==> src/rtl/fsl_pkg.sv <==
package fsl_pkg;

  localparam int unsigned WORD_W     = 32;
  localparam int unsigned ROW_AW     = 6;
  localparam int unsigned N_SHADOW   = 42;
  localparam int unsigned STEP_W     = $clog2(N_SHADOW);
  localparam int unsigned UCTRL_KEEP = 17;
  localparam int unsigned IDX_UCTRL  = 1;

  typedef enum logic [1:0] {
    ST_IDLE    = 2'd0,
    ST_ISSUE   = 2'd1,
    ST_CAPTURE = 2'd2
  } seq_state_e;

  // Shadow index -> fuse row. Shadow index equals the step number.
  function automatic logic [ROW_AW-1:0] step_row(input logic [STEP_W-1:0] k);
    int unsigned kk;
    int unsigned r;
    kk = 32'(k);
    if (kk == 0)       r = 22;
    else if (kk == 1)  r = 16;
    else if (kk == 2)  r = 20;
    else if (kk == 3)  r = 21;
    else if (kk < 7)   r = kk - 1;
    else if (kk == 7)  r = 17;
    else if (kk == 8)  r = 6;
    else if (kk < 17)  r = kk - 1;
    else if (kk == 17) r = 23;
    else               r = kk + 22;
    return ROW_AW'(r);
  endfunction

  // Per-word mask; only the user control word is trimmed.
  function automatic logic [WORD_W-1:0] step_mask(input logic [STEP_W-1:0] k);
    logic [WORD_W-1:0] m;
    m = '1;
    if (32'(k) == IDX_UCTRL) m = {WORD_W{1'b1}} >> (WORD_W - UCTRL_KEEP);
    return m;
  endfunction

endpackage

==> src/rtl/fsl_sequencer.sv <==
module fsl_sequencer
  import fsl_pkg::*;
#(
  parameter int unsigned DW = WORD_W
) (
  input  logic              clk,
  input  logic              rst,
  input  logic              load_req,
  output logic              fuse_rd_en,
  output logic [ROW_AW-1:0] fuse_rd_row,
  input  logic [DW-1:0]     fuse_rd_data,
  output logic              wr_en,
  output logic [STEP_W-1:0] wr_idx,
  output logic [DW-1:0]     wr_data,
  output logic              load_start,
  output logic              load_finish
);

  localparam logic [STEP_W-1:0] LAST = STEP_W'(N_SHADOW - 1);

  seq_state_e        state;
  logic [STEP_W-1:0] step;
  logic              pend;
  logic              boot_q;
  logic              capture;
  logic              restart;

  assign capture     = (state == ST_CAPTURE);
  assign restart     = capture && (pend || load_req);
  assign load_start  = (state == ST_IDLE) && (load_req || boot_q);
  assign load_finish = capture && !restart && (step == LAST);

  assign fuse_rd_en  = (state == ST_ISSUE);
  assign fuse_rd_row = step_row(step);

  assign wr_en   = capture;
  assign wr_idx  = step;
  assign wr_data = fuse_rd_data & DW'(step_mask(step));

  always_ff @(posedge clk) begin
    if (rst) begin
      state  <= ST_IDLE;
      step   <= '0;
      pend   <= 1'b0;
      boot_q <= 1'b1;
    end else begin
      case (state)
        ST_IDLE: begin
          if (load_start) begin
            state  <= ST_ISSUE;
            step   <= '0;
            boot_q <= 1'b0;
          end
        end
        ST_ISSUE: begin
          if (load_req) pend <= 1'b1;
          state <= ST_CAPTURE;
        end
        ST_CAPTURE: begin
          if (restart) begin
            step  <= '0;
            pend  <= 1'b0;
            state <= ST_ISSUE;
          end else if (step == LAST) begin
            state <= ST_IDLE;
          end else begin
            step  <= step + STEP_W'(1);
            state <= ST_ISSUE;
          end
        end
        default: state <= ST_IDLE;
      endcase
    end
  end

  // one row in flight at a time
  a_r11_one_row: assert property (@(posedge clk) disable iff (rst)
    fuse_rd_en |=> !fuse_rd_en);

  // every shadow write is the answer to the previous strobe
  a_r11_write_after_read: assert property (@(posedge clk) disable iff (rst)
    wr_en |-> $past(fuse_rd_en));

  // only rows that belong to the map are ever read
  a_r2_row_in_map: assert property (@(posedge clk) disable iff (rst)
    fuse_rd_en |-> (fuse_rd_row inside {[6'd3:6'd6], [6'd8:6'd17], [6'd20:6'd23], [6'd40:6'd63]}));

endmodule

==> src/rtl/fsl_shadow_ram.sv <==
module fsl_shadow_ram
  import fsl_pkg::*;
#(
  parameter int unsigned DW  = WORD_W,
  parameter int unsigned SAW = 6
) (
  input  logic              clk,
  input  logic              rst,
  input  logic              wr_en,
  input  logic [STEP_W-1:0] wr_idx,
  input  logic [DW-1:0]     wr_data,
  input  logic [SAW-1:0]    rd_idx,
  output logic [DW-1:0]     rd_data
);

  logic [DW-1:0]       mem [N_SHADOW];
  logic [N_SHADOW-1:0] vld;
  logic                in_range;
  logic [STEP_W-1:0]   rd_sel;
  logic [DW-1:0]       mem_q;
  logic                hit_q;

  assign in_range = (32'(rd_idx) < N_SHADOW);
  assign rd_sel   = in_range ? STEP_W'(rd_idx) : '0;

  // Plain write port and registered read: maps onto block RAM
  always_ff @(posedge clk) begin
    if (wr_en) mem[wr_idx] <= wr_data;
    mem_q <= mem[rd_sel];
  end

  // Loaded flags give the cleared-at-reset view without wiping the RAM
  always_ff @(posedge clk) begin
    if (rst) begin
      vld   <= '0;
      hit_q <= 1'b0;
    end else begin
      if (wr_en) vld[wr_idx] <= 1'b1;
      hit_q <= in_range && vld[rd_sel];
    end
  end

  assign rd_data = hit_q ? mem_q : '0;

  // indices past the map read zero
  a_r10_oob_zero: assert property (@(posedge clk) disable iff (rst)
    (32'(rd_idx) >= N_SHADOW) |=> (rd_data == '0));

endmodule

==> src/rtl/fsl_status.sv <==
module fsl_status #(
  parameter int unsigned NTB      = 3,
  parameter int unsigned SW       = 8,
  parameter int unsigned DONE_BIT = 5
) (
  input  logic           clk,
  input  logic           rst,
  input  logic [NTB-1:0] tbit_chk,
  input  logic           load_start,
  input  logic           load_finish,
  output logic [SW-1:0]  status
);

  logic [NTB-1:0] tb_q;
  logic           done_q;

  always_ff @(posedge clk) begin
    if (rst) begin
      tb_q   <= '0;
      done_q <= 1'b0;
    end else begin
      tb_q <= tbit_chk;
      if (load_start)       done_q <= 1'b0;
      else if (load_finish) done_q <= 1'b1;
    end
  end

  for (genvar i = 0; i < SW; i++) begin : g_bit
    if (i < NTB) begin : g_tb
      assign status[i] = tb_q[i];
    end else if (i == DONE_BIT) begin : g_done
      assign status[i] = done_q;
    end else begin : g_zero
      assign status[i] = 1'b0;
    end
  end

  // test-bit results appear one cycle later
  a_r9_tbit_mirror: assert property (@(posedge clk) disable iff (rst)
    !$past(rst) |-> (status[NTB-1:0] == $past(tbit_chk)));

  // a starting load drops the done flag
  a_r7_start_clears_done: assert property (@(posedge clk) disable iff (rst)
    load_start |=> !status[DONE_BIT]);

  // done rises only when the last row has been written
  a_r2_done_on_finish: assert property (@(posedge clk) disable iff (rst)
    $rose(status[DONE_BIT]) |-> $past(load_finish));

endmodule

==> src/rtl/fuse_shadow_loader.sv <==
module fuse_shadow_loader
  import fsl_pkg::*;
#(
  parameter int unsigned DW       = WORD_W,
  parameter int unsigned SAW      = 6,
  parameter int unsigned NTB      = 3,
  parameter int unsigned SW       = 8,
  parameter int unsigned DONE_BIT = 5
) (
  input  logic              clk,
  input  logic              rst,
  input  logic              cl_we,
  input  logic [DW-1:0]     cl_wdata,
  output logic              fuse_rd_en,
  output logic [ROW_AW-1:0] fuse_rd_row,
  input  logic [DW-1:0]     fuse_rd_data,
  input  logic [NTB-1:0]    tbit_chk,
  input  logic [SAW-1:0]    sh_rd_idx,
  output logic [DW-1:0]     sh_rd_data,
  output logic [SW-1:0]     status
);

  logic              load_req;
  logic              wr_en;
  logic [STEP_W-1:0] wr_idx;
  logic [DW-1:0]     wr_data;
  logic              load_start;
  logic              load_finish;
  logic              unused_wdata;

  assign load_req     = cl_we && cl_wdata[0];
  assign unused_wdata = ^cl_wdata[DW-1:1];

  fsl_sequencer #(.DW(DW)) u_seq (
    .clk         (clk),
    .rst         (rst),
    .load_req    (load_req),
    .fuse_rd_en  (fuse_rd_en),
    .fuse_rd_row (fuse_rd_row),
    .fuse_rd_data(fuse_rd_data),
    .wr_en       (wr_en),
    .wr_idx      (wr_idx),
    .wr_data     (wr_data),
    .load_start  (load_start),
    .load_finish (load_finish)
  );

  fsl_shadow_ram #(.DW(DW), .SAW(SAW)) u_ram (
    .clk    (clk),
    .rst    (rst),
    .wr_en  (wr_en),
    .wr_idx (wr_idx),
    .wr_data(wr_data),
    .rd_idx (sh_rd_idx),
    .rd_data(sh_rd_data)
  );

  fsl_status #(.NTB(NTB), .SW(SW), .DONE_BIT(DONE_BIT)) u_stat (
    .clk        (clk),
    .rst        (rst),
    .tbit_chk   (tbit_chk),
    .load_start (load_start),
    .load_finish(load_finish),
    .status     (status)
  );

endmodule

==> config.mk <==
export PLATFORM = sky130hd
export DESIGN_NAME = fuse_shadow_loader
export DESIGN_NICKNAME = d
export VERILOG_FILES = /design/src/rtl/fsl_pkg.sv /design/src/rtl/fsl_sequencer.sv /design/src/rtl/fsl_shadow_ram.sv /design/src/rtl/fsl_status.sv /design/src/rtl/fuse_shadow_loader.sv
export SDC_FILE = /design/constraint.sdc
export NUM_CORES = 2
export LEC_CHECK = 0
export BUFFER_PORTS_ARGS = -buffer_cell sky130_fd_sc_hd__buf_4
export CORE_MARGIN = 5
export CORE_UTILIZATION = 39
export CTS_CLUSTER_DIAMETER = 120
export DETAILED_ROUTE_END_ITERATION = 10
export SLEW_MARGIN = 20
export SYNTH_ARGS = -nofsm -noshare
export SYNTH_HDL_FRONTEND = slang
export SYNTH_SLANG_ARGS = --single-unit
==> constraint.sdc <==
create_clock -name clk -period 4.34 [get_ports clk]
set_input_delay 0.434 -clock clk [delete_from_list [all_inputs] [get_ports clk]]
set_output_delay 0.434 -clock clk [all_outputs]
set_load 0.1 [all_outputs]
==> summary.txt <==
STA
  – Worst-margin pin slew: around 1.1 ns
  – Relative slew slack: 0.283
  – Unrepaired setup endpoints after global routing: no
  – Setup violators final: 0
  – Clock skew: 0.0223 ns
  – Crit share post-route: 0.869
  – Highest clock rate: roughly 270 MHz
  – Final Max Slew Viols: 0
  – Post-layout min period: 3.77 ns
  – Worst hold slack: 0.0692 ns
  – Hold Fails Final Rpt: 0
  – Setup TNS: 0 ns

Layout
  – Layout area overhead: 14.6%
  – Share of cells above drive strength 1: 0.152
  – Layout Nets: 3940
  – Filler instances: 12700

Drt
  – WL/cell: about 30 um
  – # DRC: 0
  – Post-route ant nets: 0
  – Final wirelength: 177000 um
  – Via count: 35000
  – Drt initial violations: roughly 4200
  – DR vias/cell: 5.94
  – Initial DRT Pass Iterations: 6

Min path
  – Hold Crit Depth: 4
  – Worst Hold End: u_stat.done_q
  – Hold_sp: cl_wdata[0]
  – Worst hold path type: in2reg

Die
  – Starting Density: 0.392
  – Core Box Area: between 0.1 and 0.15 sq mm
  – # IOs: ~120
  – DIE AREA: 0.154 sq mm
  – Die H: around 390 um
  – Row count: 140
  – Die W: 393 um

Synthesis
  – Mapped Area: 0.0571 sq mm
  – Largest family of logic cells by synthesized area: compound AO/OA/AOI/OAI gates
  – Sequential fraction of the synthesis area: 0.738
  – Synth Area in XOR/XNOR: 0.000921
  – Area share of the largest cell type after synthesis: 0.707
  – Synthesized area per cell: approximately 15 sq um
  – Most instantiated cells after synthesis: 1344 x edfxtp_1, 298 x mux2i_1, 235 x nand2_1, 196 x nor2_1, 175 x a21oi_1
  – Yosys cell types: a little under 80
  – Area leader, netlist: edfxtp_1
  – Post-Synth Simple-Gate Area: 0.0656
  – Synthesized-area fraction occupied by adder cells: 0.00175
  – Multiplexer share of the synthesized area: 0.0738
  – Post-Synthesis Cells: 3725
  – Largest cells by area after synthesis: edfxtp_1 71%, mux2i_1 5.2%, dfxtp_1 3.1%
  – Synth warn: 0
  – Post-synth EDFFs: between 1000 and 1500
  – Top FF cell, synth: edfxtp_1
  – Compound-Gate Fraction of Synth Area: 0.0962
  – Most common cell in the netlist: edfxtp_1
  – FFs w/ async S/R, synth: 0
  – Register bit total from synthesis: between 1000 and 1500

Worst setup path
  – CP max-delay cell: or3b_2
  – Crit Reg-Reg Startpoint: u_seq.wr_idx[4]
  – Bufs and invs on worst path: 1
  – Max incr delay on CP: 0.73 ns
  – Worst path cell trace: or3b_2 > or2_2 > nand2_1 > o211ai_1 > a32oi_1 > buf_4
  – Critical path class: reg2out
  – Family with the most delay on the worst path: simple AND/OR/NAND/NOR gates
  – Reg2reg end: u_ram.mem[22][6]
  – Critical path peak fanout: 14
  – Reg2reg setup slack: around 1.4 ns
  – Endpoint type of the worst setup path: output pin
  – CP arrival: 3.34 ns
  – Required @ worst endpoint: a little under 4 ns
  – Setup crit start kind: flip-flop
  – Reg2reg path depth: 3

Placed design
  – Port Buffers: 87
  – DP Wirelength: slightly below 100000 um
  – GPL Wtd Cong: approximately 0.80

Clocking
  – CTS Buffer Depth: 3
  – CTS H-tree lvls: 4
  – Inserted Clock Buffers: around 150
  – Number of clock sinks: ~1400
  – CTS clk-pin slew, worst paths: 0.06 ns
  – Clock Latency Late Sink: 0.77 ns
  – Root buffer cell: clkbuf_16
  – CTS tree: done
  – Post-CTS setup buffers: 0

Global route
  – GR Util All Layers: 0.226
  – Largest net degree at the start of global routing: 132
  – GR Overflow Total: 0
  – First-pass GRT wire length: 250000 um
  – Vias in the first global route: 34000
  – Initial antenna violation count: 9

Pwr
  – Peak supply drop: 0.372 mV
  – PD cells: 454 mW/mm^2
  – P_leak: 21.8 nW

Run
  – Max-cap violations: 0

Status
  – Run status: complete, no violations
-- layout make-up --
| class | count | area [sq um] | area share |
|---|---|---|---|
| clock buffers | 202 | 4050 | 0.0619 |
| repair buffers | 255 | 2330 | 0.0356 |
| inverters | 5 | 18.8 | 0.000287 |
| diodes | 3 | 7.51 | 0.000115 |
| multi-input cells | 2016 | 14000 | 0.214 |
| well taps | 1917 | 2400 | 0.0367 |
| clock inverters | 60 | 460 | 0.00704 |
| flip-flops and latches | 1433 | 42100 | 0.644 |
-- worst max-delay path by stage --
stage	startpoint	depth (start not counted)	to	slack, ns
2_1_floorplan	u_seq.wr_idx[1]	7	fuse_rd_row[3]	0.03
3_3_place_gp	sh_rd_idx[2]	8	u_ram.mem_q[23]	0.79
3_5_place_dp	sh_rd_idx[2]	8	u_ram.mem_q[23]	0.80
4_1_cts	u_seq.wr_idx[4]	6	fuse_rd_row[0]	0.54
5_1_grt	u_seq.wr_idx[4]	6	fuse_rd_row[0]	0.45
6_report	u_seq.wr_idx[4]	6	fuse_rd_row[0]	0.57
-- registers in the layout, indices dropped and copies added, names as in the netlist --
signal	count
u_stat.done_q	1
u_ram.hit_q	1
u_seq.state	2
u_ram.mem_q	32
u_seq.wr_idx	6
u_ram.vld	42
u_seq.pend	1
u_stat.tb_q	3
u_ram.mem	1344
u_seq.boot_q	1
-- timing repair --
action	CTS	global route
hold endpoints to repair	3	0
hold buffers	3	0
resized for setup	0	0
-- per-layer routing --
| layer | vias up | share of wire | GRT usage |
|---|---|---|---|
| met5 | - | 0.00019 | 0 |
| met4 | 6 | 0.035 | 0.0791 |
| met3 | 299 | 0.077 | 0.0380 |
| met2 | 1633 | 0.49 | 0.378 |
| met1 | 18100 | 0.40 | 0.299 |
| li1 | 14900 | - | - |
-- logic make-up after synthesis --
kind of cell | Yosys count
fa+ha+maj | 8
mux | 388
flops | 1433
buf+inv | 279
other cells | 1
compound gates | 819
simple gates | 791
xor+xnor | 6
-- power by group --
| group | internal, mW | leakage [nW] | switching (mW) |
|---|---|---|---|
| sequential | 15.3 | 12.8 | 0.0625 |
| combinational | 0.637 | 6.79 | 1.68 |
| clock | 6.86 | 2.19 | 5.14 |
| total | 22.8 | 21.8 | 6.88 |
-- through the flow --
| stage | cell area (sq um) | cells | util | setup slack (ns) | total power [mW] |
|---|---|---|---|---|---|
| final | 65400 | 5891 | 0.449 | 0.571 | 29.7 |
| after floorplan | 57100 | 3728 | - | 0.0334 | 17.0 |
| after global routing | 65400 | 5888 | 0.449 | 0.450 | 30.5 |
| after global placement | 60900 | 5623 | 0.418 | 0.789 | 17.9 |
| after CTS | 65400 | 5888 | 0.449 | 0.539 | 29.8 |
| after detailed placement | 60900 | 5623 | 0.418 | 0.798 | 18.0 |
-- cell usage in the layout, fill, tap and decap left out, drive strengths merged, types with 11 or more instances in the layout --
cell type | netlist | layout
a211oi | 133 | 133
o211ai | 11 | 11
and3 | 59 | 59
clkbuf | 127 | 202
buf | 147 | 252
a2111oi | 26 | 26
edfxtp | 1344 | 1344
nand3 | 118 | 118
a31oi | 41 | 41
o22ai | 55 | 55
o32ai | 24 | 24
dfxtp | 89 | 89
a221oi | 11 | 11
a21oi | 175 | 175
nor2b | 38 | 38
nor2 | 199 | 199
a311oi | 22 | 22
nand2 | 236 | 236
mux2 | 71 | 71
clkinv | 1 | 45
o21ai | 167 | 167
and2 | 55 | 55
mux4 | 19 | 19
mux2i | 298 | 298
a21o | 11 | 11
nor3 | 21 | 21
nand2b | 21 | 21
o221ai | 66 | 66
-- worst min-delay path: cells and delay by family --
family,cells,cell delay (ns)
buffers and inverters,1,0.09
AND/OR/NAND/NOR,2,0.20
AO/OA/AOI/OAI,1,0.05
(Power assumes the default switching activity.)
